<file path="src/rtl/fwb_pkg.sv">
package fwb_pkg;

  typedef enum logic [2:0] {
    RGN_LOWRAM  = 3'd0,
    RGN_LEGACY  = 3'd1,
    RGN_HIGHRAM = 3'd2,
    RGN_MMIO    = 3'd3,
    RGN_FLASH   = 3'd4
  } region_e;

  typedef enum logic [1:0] {
    ENG_IDLE  = 2'd0,
    ENG_SHIFT = 2'd1,
    ENG_GAP   = 2'd2
  } eng_state_e;

  localparam logic [7:0] FLASH_READ_OP = 8'h03;

endpackage

</file>
<file path="src/rtl/fwb_region_decode.sv">
module fwb_region_decode
  import fwb_pkg::*;
#(
  parameter logic [31:0] LEGACY_BASE  = 32'h000A_0000,
  parameter logic [31:0] HIGHRAM_BASE = 32'h0010_0000,
  parameter logic [31:0] MMIO_BASE    = 32'hC000_0000,
  parameter logic [31:0] FLASH_BASE   = 32'hFF00_0000
) (
  input  logic [31:0] addr,
  output region_e     region
);

  // Priority from the top of the map downward: each base is an inclusive lower bound.
  always_comb begin
    if (addr >= FLASH_BASE)        region = RGN_FLASH;
    else if (addr >= MMIO_BASE)    region = RGN_MMIO;
    else if (addr >= HIGHRAM_BASE) region = RGN_HIGHRAM;
    else if (addr >= LEGACY_BASE)  region = RGN_LEGACY;
    else                           region = RGN_LOWRAM;
  end

endmodule

</file>
<file path="src/rtl/fwb_tick_gen.sv">
module fwb_tick_gen #(
  parameter int SCLK_HALF_CYC = 2
) (
  input  logic clk,
  input  logic rst_n,
  input  logic run,
  output logic tick
);

  localparam int CW = (SCLK_HALF_CYC > 1) ? $clog2(SCLK_HALF_CYC) : 1;
  localparam logic [CW-1:0] LAST = CW'(SCLK_HALF_CYC - 1);

  logic [CW-1:0] cnt_q, cnt_d;

  assign tick = run && (cnt_q == LAST);

  always_comb begin
    cnt_d = cnt_q;
    if (!run || tick) cnt_d = '0;
    else              cnt_d = cnt_q + 1'b1;
  end

  always_ff @(posedge clk or negedge rst_n) begin
    if (!rst_n) cnt_q <= '0;
    else        cnt_q <= cnt_d;
  end

endmodule

</file>
<file path="src/rtl/fwb_spi_engine.sv">
module fwb_spi_engine
  import fwb_pkg::*;
#(
  parameter int MAX_BYTES = 8,
  parameter int ADDR_BITS = 24,
  localparam int LEN_W    = $clog2(MAX_BYTES + 1),
  localparam int DATA_W   = 8 * MAX_BYTES
) (
  input  logic                 clk,
  input  logic                 rst_n,
  input  logic                 start,
  input  logic [ADDR_BITS-1:0] start_addr,
  input  logic [LEN_W-1:0]     start_len,
  input  logic                 tick,
  input  logic                 miso,
  output logic                 idle,
  output logic                 run,
  output logic                 sclk,
  output logic                 mosi,
  output logic                 cs_n,
  output logic                 done,
  output logic [DATA_W-1:0]    rdata
);

  localparam int HDR_BITS = 8 + ADDR_BITS;
  localparam int BIT_W    = $clog2(HDR_BITS + DATA_W + 1);
  localparam int IW       = $clog2(DATA_W);

  eng_state_e            state_q, state_d;
  logic                  sclk_q, sclk_d;
  logic                  cs_n_q, cs_n_d;
  logic [HDR_BITS-1:0]   tx_q, tx_d;
  logic [BIT_W-1:0]      bits_q, bits_d;
  logic [BIT_W-1:0]      total_q, total_d;
  logic [DATA_W-1:0]     data_q, data_d;
  logic                  done_q, done_d;
  logic                  gap_q, gap_d;

  logic [LEN_W-1:0]      nbytes;
  logic [BIT_W-1:0]      data_bit;
  logic [IW-1:0]         wr_idx;

  // Clamp the requested length into 1..MAX_BYTES.
  always_comb begin
    if (start_len == '0)                          nbytes = LEN_W'(1);
    else if (start_len > LEN_W'(MAX_BYTES))       nbytes = LEN_W'(MAX_BYTES);
    else                                          nbytes = start_len;
  end

  // Data bit k lands in byte k/8 at bit 7-(k%8): invert the low three bits.
  assign data_bit = bits_q - BIT_W'(HDR_BITS);
  assign wr_idx   = {data_bit[IW-1:3], ~data_bit[2:0]};

  always_comb begin
    state_d = state_q;
    sclk_d  = sclk_q;
    cs_n_d  = cs_n_q;
    tx_d    = tx_q;
    bits_d  = bits_q;
    total_d = total_q;
    data_d  = data_q;
    done_d  = 1'b0;
    gap_d   = gap_q;
    unique case (state_q)
      ENG_IDLE: begin
        if (start) begin
          state_d = ENG_SHIFT;
          cs_n_d  = 1'b0;
          sclk_d  = 1'b0;
          tx_d    = {FLASH_READ_OP, start_addr};
          bits_d  = '0;
          total_d = BIT_W'(HDR_BITS) + (BIT_W'(nbytes) << 3);
          data_d  = '0;
        end
      end
      ENG_SHIFT: begin
        if (tick) begin
          if (!sclk_q) begin
            sclk_d = 1'b1;
            bits_d = bits_q + 1'b1;
            if (bits_q >= BIT_W'(HDR_BITS)) data_d[wr_idx] = miso;
          end else begin
            sclk_d = 1'b0;
            if (bits_q == total_q) begin
              cs_n_d  = 1'b1;
              done_d  = 1'b1;
              gap_d   = 1'b0;
              state_d = ENG_GAP;
            end else begin
              tx_d = tx_q << 1;
            end
          end
        end
      end
      ENG_GAP: begin
        if (tick) begin
          if (gap_q) state_d = ENG_IDLE;
          else       gap_d   = 1'b1;
        end
      end
      default: state_d = ENG_IDLE;
    endcase
  end

  always_ff @(posedge clk or negedge rst_n) begin
    if (!rst_n) begin
      state_q <= ENG_IDLE;
      sclk_q  <= 1'b0;
      cs_n_q  <= 1'b1;
      tx_q    <= '0;
      bits_q  <= '0;
      total_q <= '0;
      data_q  <= '0;
      done_q  <= 1'b0;
      gap_q   <= 1'b0;
    end else begin
      state_q <= state_d;
      sclk_q  <= sclk_d;
      cs_n_q  <= cs_n_d;
      tx_q    <= tx_d;
      bits_q  <= bits_d;
      total_q <= total_d;
      data_q  <= data_d;
      done_q  <= done_d;
      gap_q   <= gap_d;
    end
  end

  assign idle  = (state_q == ENG_IDLE);
  assign run   = !idle;
  assign sclk  = sclk_q;
  assign mosi  = tx_q[HDR_BITS-1];
  assign cs_n  = cs_n_q;
  assign done  = done_q;
  assign rdata = data_q;

endmodule

</file>
<file path="src/rtl/fw_flash_bridge.sv">
module fw_flash_bridge
  import fwb_pkg::*;
#(
  parameter int MAX_BYTES     = 8,
  parameter int SCLK_HALF_CYC = 2
) (
  input  logic                           clk,
  input  logic                           rst_n,
  input  logic                           req_valid,
  output logic                           req_ready,
  input  logic [31:0]                    req_addr,
  input  logic [$clog2(MAX_BYTES+1)-1:0] req_len,
  output logic [2:0]                     region,
  output logic                           rsp_valid,
  output logic [8*MAX_BYTES-1:0]         rsp_data,
  output logic                           spi_sclk,
  output logic                           spi_mosi,
  input  logic                           spi_miso,
  output logic                           spi_cs_n
);

  localparam int ADDR_BITS = 24;

  region_e rgn;
  logic    eng_idle, eng_run, tick, start;

  fwb_region_decode u_decode (
    .addr   (req_addr),
    .region (rgn)
  );

  assign region    = rgn;
  assign req_ready = eng_idle;
  assign start     = req_valid && eng_idle && (rgn == RGN_FLASH);

  fwb_tick_gen #(.SCLK_HALF_CYC(SCLK_HALF_CYC)) u_tick (
    .clk   (clk),
    .rst_n (rst_n),
    .run   (eng_run),
    .tick  (tick)
  );

  fwb_spi_engine #(.MAX_BYTES(MAX_BYTES), .ADDR_BITS(ADDR_BITS)) u_engine (
    .clk        (clk),
    .rst_n      (rst_n),
    .start      (start),
    .start_addr (req_addr[ADDR_BITS-1:0]),
    .start_len  (req_len),
    .tick       (tick),
    .miso       (spi_miso),
    .idle       (eng_idle),
    .run        (eng_run),
    .sclk       (spi_sclk),
    .mosi       (spi_mosi),
    .cs_n       (spi_cs_n),
    .done       (rsp_valid),
    .rdata      (rsp_data)
  );

endmodule

</file>
<file path="config.mk">
export PLATFORM = sky130hd
export DESIGN_NAME = fw_flash_bridge
export DESIGN_NICKNAME = d
export VERILOG_FILES = /design/src/rtl/fwb_pkg.sv /design/src/rtl/fwb_region_decode.sv /design/src/rtl/fwb_tick_gen.sv /design/src/rtl/fwb_spi_engine.sv /design/src/rtl/fw_flash_bridge.sv
export SDC_FILE = /design/constraint.sdc
export NUM_CORES = 1
export LEC_CHECK = 0
export ABC_AREA = 1
export CORE_MARGIN = 1
export CORE_UTILIZATION = 55
export DETAILED_ROUTE_END_ITERATION = 8
export GPL_ROUTABILITY_DRIVEN = 0
export PLACE_DENSITY = 0.84
export SLEW_MARGIN = 20
export SYNTH_ARGS = -nofsm -noshare
export SYNTH_HDL_FRONTEND = slang
export SYNTH_HIERARCHICAL = 1
export SYNTH_SLANG_ARGS = --single-unit
</file>
<file path="constraint.sdc">
create_clock -name clk -period 3.9 [get_ports clk]
set_input_delay 0.78 -clock clk [delete_from_list [all_inputs] [get_ports clk]]
set_output_delay 0.78 -clock clk [all_outputs]
set_load 0.02 [all_outputs]
</file>
; ---- Word-level counts from Yosys, hierarchy flattened
; Cells that the tools add are included.
[op_classes]
n_addsub = 4
magnitude_cmp = 8
eq_ne = 13
mux = 48
bitwise_logic = 1
n_reduce_logical = 18
[ops]
columns = operator, count
row1 = 64-bit two-way mux, 4
row2 = 32-bit two-way mux, 4
row3 = 64-bit case mux with 2 select lines, 1
row4 = 64-bit bitwise mux, 1
row5 = "32-bit >= comparator, second input constant", 2
row6 = 32-bit case mux with 2 select lines, 1
row7 = "32-bit by 20-bit >= comparator with 1-bit output, second input constant", 1
row8 = "32-bit by 21-bit >= comparator with 1-bit output, second input constant", 1
row9 = 7-bit two-way mux, 3
row10 = 5-bit AND reduction, 4
row11 = 1-bit two-way mux, 17
row12 = 7-bit case mux with 2 select lines, 1
row13 = 2-bit two-way mux, 6
row14 = "2-bit by 1-bit inequality test with 1-bit output, second input constant", 5
row15 = 3-bit two-way mux, 3
row16 = 4-bit two-way mux, 2
row17 = "2-bit inequality test, second input constant", 4
row18 = "6-bit by 7-bit adder with 7-bit output, first input constant", 1
row19 = "7-bit by 1-bit adder with 7-bit output, second input constant", 1
row20 = 7-bit equality test, 1
row21 = "7-bit by 6-bit >= comparator with 1-bit output, second input constant", 1
row22 = "6-bit by 7-bit less-than comparator with 1-bit output, second input constant", 1
row23 = 1-bit demux with 6-bit select, 1
row24 = "6-bit by 1-bit >= comparator with 1-bit output, second input constant", 1
row25 = other kinds (19), 25
[totals]
reg_bits = 117
in_bits = 40
wordCells = 102

; ---- Depth between registers and ports, before layout
[depth]
word_depth = 11
ltp_mapped = 17
ltp_nobuf = 17

; ---- By module
; The synthesis kept the hierarchy.
[modules_own_cells]
columns = module, instances, cells_each, area_per_inst_um2, seq_area_each_um2
row1 = fwb_spi_engine, 1, 696, 5696.7, 2829.0
row2 = fwb_region_decode, 1, 18, 88.8, 0.0
row3 = fwb_tick_gen, 1, 5, 42.5, 25.0
row4 = fw_flash_bridge, 1, 5, 27.5, 0.0

; ---- Worst setup path after synthesis
; OpenSTA, ideal clock, no wires.
[synth_path]
kind = input port to flip-flop
start = input port req_addr[31]
end = register u_engine.data_q[10], in the netlist u_engine/rdata[10]
setup_time_ns = 0.120
arrival_ns = 2.599
t_required_ns = 3.780
path_slack_ns = 1.180
cell_stages = 15
path_cell_list = nand2_1 nor3_2 a21oi_1 inv_1 nand2_1 nor2_2 inv_1 nand2_1 nand2_1 nor2_4 nand2_2 buf_6 buf_6 o21ai_1 nand2_1
[synth_via]
elab_cells_between_ends = 12
classes_between = order compare: 4 / eq/ne: 2 / mux: 4 / reduce/logical: 2
[synth_lines]
columns = element, line
row1 = from (decl), fw_flash_bridge.sv:11  ; input logic [31:0] req_addr,
row2 = 32-bit >= comparator, fwb_region_decode.sv:16  ; else if (addr >= MMIO_BASE) region = RGN_MMIO;
row3 = 3-bit two-way mux, fwb_region_decode.sv:16
row4 = 3-bit two-way mux (*), fwb_region_decode.sv:15  ; if (addr >= FLASH_BASE) region = RGN_FLASH;
row5 = named net region[2], fw_flash_bridge.sv:13  ; output logic [2:0] region,
row6 = 3-bit equality test (*), fw_flash_bridge.sv:34  ; assign start = req_valid && eng_idle && (rgn == RGN_FLASH);
row7 = 1-bit logical AND (*), fw_flash_bridge.sv:34
row8 = named net start, fw_flash_bridge.sv:25  ; logic eng_idle, eng_run, tick, start;
row9 = 2-bit by 1-bit inequality test with 1-bit output (no source line) (*), n/a
row10 = 5-bit AND reduction (no source line) (*), n/a
row11 = to (signal assigned), fwb_spi_engine.sv:123  ; data_q <= data_d;
row12 = to (decl), fwb_spi_engine.sv:35  ; logic [DATA_W-1:0] data_q, data_d;
; The timed path passes the listed nets; every way through them passes the cells marked *.
; A chain may end at the register's enable or synchronous reset.

; ---- Worst setup path in the final report
[layout_path]
start = input port req_addr[30]
end = output port region[0]
[layout_via]
elab_chain_len = 5
elab_cells_between_ends = 8
classes_between = order compare: 4 / mux: 4
[layout_lines]
columns = element, line
row1 = 32-bit by 20-bit >= comparator with 1-bit output, fwb_region_decode.sv:18  ; else if (addr >= LEGACY_BASE) region = RGN_LEGACY;
row2 = 1-bit two-way mux, fwb_region_decode.sv:18
row3 = 3-bit two-way mux, fwb_region_decode.sv:17  ; else if (addr >= HIGHRAM_BASE) region = RGN_HIGHRAM;
row4 = 3-bit two-way mux, fwb_region_decode.sv:16
row5 = 3-bit two-way mux (*), fwb_region_decode.sv:15
row6 = to (decl), fw_flash_bridge.sv:13
; Every way passes the cells marked *; elsewhere a longest branch is shown, timed or not.

==> summary.json <==
{
  "drive_above_1_share": {"value": 9.797, "unit": "%"},
  "timing_worst_slew_pin_value": {"value": 1.044, "unit": "ns"},
  "synthesis.yosys.warnings": {"value": 6},
  "netlist_instances": {"value": 724},
  "finalMaxSlewViolations": {"value": 0},
  "globalRoute.totalOverflow": {"value": 0},
  "floorplan.die.height": {"value": 105.2, "unit": "um"},
  "portion_of_the_post_synthesis_area_used_by_sequential_elements": {"value": 48.74, "unit": "%"},
  "setup-violations-final": {"value": 0},
  "post_drt_wl_per_cell": {"value": 14.93, "unit": "um"},
  "critPathKind": {"value": "input port to primary output"},
  "total_i_o_pin_count": {"value": 112},
  "critical_path_arrival": {"value": 2.42, "unit": "ns"},
  "floorplan.initialDensity": {"value": 56.72, "unit": "%"},
  "place.detailed.instances": {"value": 943},
  "status": {"value": "complete, no violations"},
  "maxCapViolCount": {"value": 0},
  "ff_latch_area": {"value": 2854, "unit": "um2"},
  "cts_max_path_buffers": {"value": 2},
  "fmax": {"value": 0.3130, "unit": "GHz"},
  "post-place-ws": {"value": 0.4126, "unit": "ns"},
  "synthDominantAreaCellType": {"value": "dfrtp_1"},
  "syn_nets": {"value": 766},
  "clock_transition_at_the_registers_of_the_reported_paths": {"value": 0.05, "unit": "ns"},
  "critical_path.startpoint_type": {"value": "input port"},
  "syn_area": {"value": 5856, "unit": "um2"},
  "holdCritPathClass": {"value": "input port to asynchronous set/reset pin"},
  "cts_repair_resize_count": {"value": 0},
  "cts-buffers-inserted": {"value": 17},
  "worst-endpoint-required": {"value": 3.12, "unit": "ns"},
  "period_share": {"value": 81.93, "unit": "%"},
  "io_buffer_count": {"value": 111},
  "dominant_cells_by_area_after_synthesis": {"value": "dfrtp_1 (48%), nand2_1 (13%), nor2_1 (9.7%)"},
  "area_delta_synth_final": {"value": 27.24, "unit": "%"},
  "clockRootBuffer": {"value": "clkbuf_8"},
  "routed_via_density": {"value": 5.526},
  "clock_tree.htree_level_count": {"value": 4},
  "cts_tree": {"value": "yes"},
  "postRouteAntennaNets": {"value": 0},
  "antenna_found_initial": {"value": 0},
  "multiInputGateArea": {"value": 2626, "unit": "um2"},
  "p_leak": {"value": 3.799, "unit": "nW"},
  "wire_length_of_the_first_global_routing_pass": {"value": 24300, "unit": "um"},
  "final_design_instance_area_without_fill": {"value": 7451, "unit": "um2"},
  "layoutNonFillerInstCount": {"value": 973},
  "post-cts-setup-buffer-count": {"value": 0},
  "syn_area_per_cell": {"value": 8.088, "unit": "um2"},
  "worst_clock_skew": {"value": 0.004248, "unit": "ns"},
  "synth.lib_cells_used.distinct": {"value": 32},
  "routed_wirelength": {"value": 14530, "unit": "um"},
  "crit_path_max_fanout": {"value": 2},
  "grtUsageTotal": {"value": 27.91, "unit": "%"},
  "hold_fix_buffers_at_cts": {"value": 0},
  "die_outline_area": {"value": 11060, "unit": "um2"},
  "fp.dieW": {"value": 105.2, "unit": "um"},
  "max_slew_margin": {"value": 30.37, "unit": "%"},
  "setup_slack": {"value": 0.7049, "unit": "ns"},
  "num-nets-final": {"value": 868},
  "worstSetupEndpointType": {"value": "primary output"},
  "synth_top_cell_area_share": {"value": 48.29, "unit": "%"},
  "vias": {"value": 5377},
  "detailed_place.area": {"value": 6914, "unit": "um2"},
  "grt_start_max_net_pins": {"value": 88},
  "final.fill_count": {"value": 765},
  "first_global_vias": {"value": 5243},
  "clock_sinks": {"value": 114},
  "rsz_0062_raised_after_global_routing": {"value": "false"},
  "placement_rows": {"value": 37},
  "num_antenna_cells": {"value": 0},
  "post-dp-hpwl": {"value": 9632, "unit": "um"},
  "core-area": {"value": 10320, "unit": "um2"},
  "dr.pass1.iters": {"value": 5},
  "max-vdd-ir-drop": {"value": 0.2139, "unit": "mV"},
  "drc_errors": {"value": 0},
  "number_of_hold_violations_in_the_final_report": {"value": 0},
  "worst_skew_pair.late_latency": {"value": 0.52, "unit": "ns"},
  "yosys_register_bits": {"value": 114},
  "power_density": {"value": 361.5, "unit": "nW/um2"},
  "post-route-min-period": {"value": 3.195, "unit": "ns"},
  "hold_slack": {"value": 0.3685, "unit": "ns"},
  "drt_first_iter_violations": {"value": 491},
  "setup_tns": {"value": 0, "unit": "ns"}
}
## state kept, by name, summed over array words and instances (netlist names)
signal	count
u_engine/cs_n	1
u_engine/rdata	64
u_engine/gap_q	1
u_engine/total_q	4
u_engine/bits_q	7
u_engine/tx_q	32
u_tick/cnt_q	1
u_engine/state_q	2
u_engine/done	1
u_engine/sclk	1
## Yosys cell counts, drive strengths merged
cell	n
a21oi	7
and2	1
buf	24
clkbuf	9
clkinv	1
dfrtp	113
dfstp	1
ha	2
inv	27
mux2i	23
nand2	215
nand3	23
nand4	5
nor2	158
nor3	2
o21a	1
o21ai	108
o22ai	2
or2	1
xor2	1
## kinds of logic (layout without fill, tap and decap cells)
family	Yosys count	count (layout)	synth area share, %
compound gates	118	118	12.09
xor+xnor	1	1	0.1496
fa+ha+maj	2	2	0.4273
buf+inv	61	174	6.496
flops	114	114	48.74
mux	23	23	3.932
simple gates	405	405	28.16
## stage by stage
step	utilization, %	total power [mW]
6_report	72.17	2.694
5_1_grt	72.17	2.767
4_1_cts	72.17	2.709
3_5_place_dp	66.97	1.307
3_3_place_gp	66.97	1.302
2_1_floorplan	-	1.232
## area by class of cell
class | instances | area share, %
Sequential cell | 114 | 38.30
Multi-Input combinational cell | 549 | 35.25
Inverter | 28 | 1.411
Clock inverter | 5 | 0.7053
Timing Repair Buffer | 116 | 15.55
Clock buffer | 25 | 6.499
Tap cell | 136 | 2.284
## path summary, 6_finish.rpt
check | startpoint | endpoint | slack [ns] | cells past startpoint
worst min register to register | u_tick/cnt_q | u_tick/cnt_q | 0.43 | 1
worst min-delay path | rst_n | u_engine/rdata[10] | 0.37 | 1
worst max register to register | u_engine/state_q[0] | u_engine/rdata[0] | 1.41 | 10
min in group clk | u_tick/cnt_q | u_tick/cnt_q | 0.43 | 1
worst max-delay path | req_addr[30] | region[0] | 0.70 | 7
max in group asynchronous | rst_n | u_engine/cs_n | 2.62 | 2
## worst max-delay path: stages
cell             delay, ns
clkdlybuf4s50_1       0.43
nor2_1                0.12
nand2_1               0.07
nor2_2                0.12
nand3_1               0.08
a21oi_1               0.18
clkdlybuf4s50_1       0.64
## metal layers
layer  share of wire (%)  wire length, um  track usage [%]
met2                  52             7537            48.50
met1                  39             5632            33.13
met3                 6.9             1007            5.989
met5                   0                0                0
met4                 2.4              353            12.47
## power by group
| part | internal, mW | switching [mW] |
|---|---|---|
| clock | 0.901 | 0.508 |
| combinational | 0.0460 | 0.0495 |
| sequential | 1.19 | 0.00217 |
| total | 2.13 | 0.560 |
## cells in the final DEF (no fill, tap or decap), drive strengths merged
master         Yosys  routed
o21ai            108     108
clkbuf             9      25
and2               1       1
inv               27      27
xor2               1       1
nand4              5       5
mux2i             23      23
bufinv             0       1
nor3               2       2
clkinv             1       4
dfstp              1       1
o21a               1       1
or2                1       1
buf               24       6
a21oi              7       7
clkdlybuf4s50      0     110
nand2            215     215
nor2             158     158
ha                 2       2
clkinvlp           0       1
nand3             23      23
o22ai              2       2
dfrtp            113     113
Power figures use the tool's default switching activity.
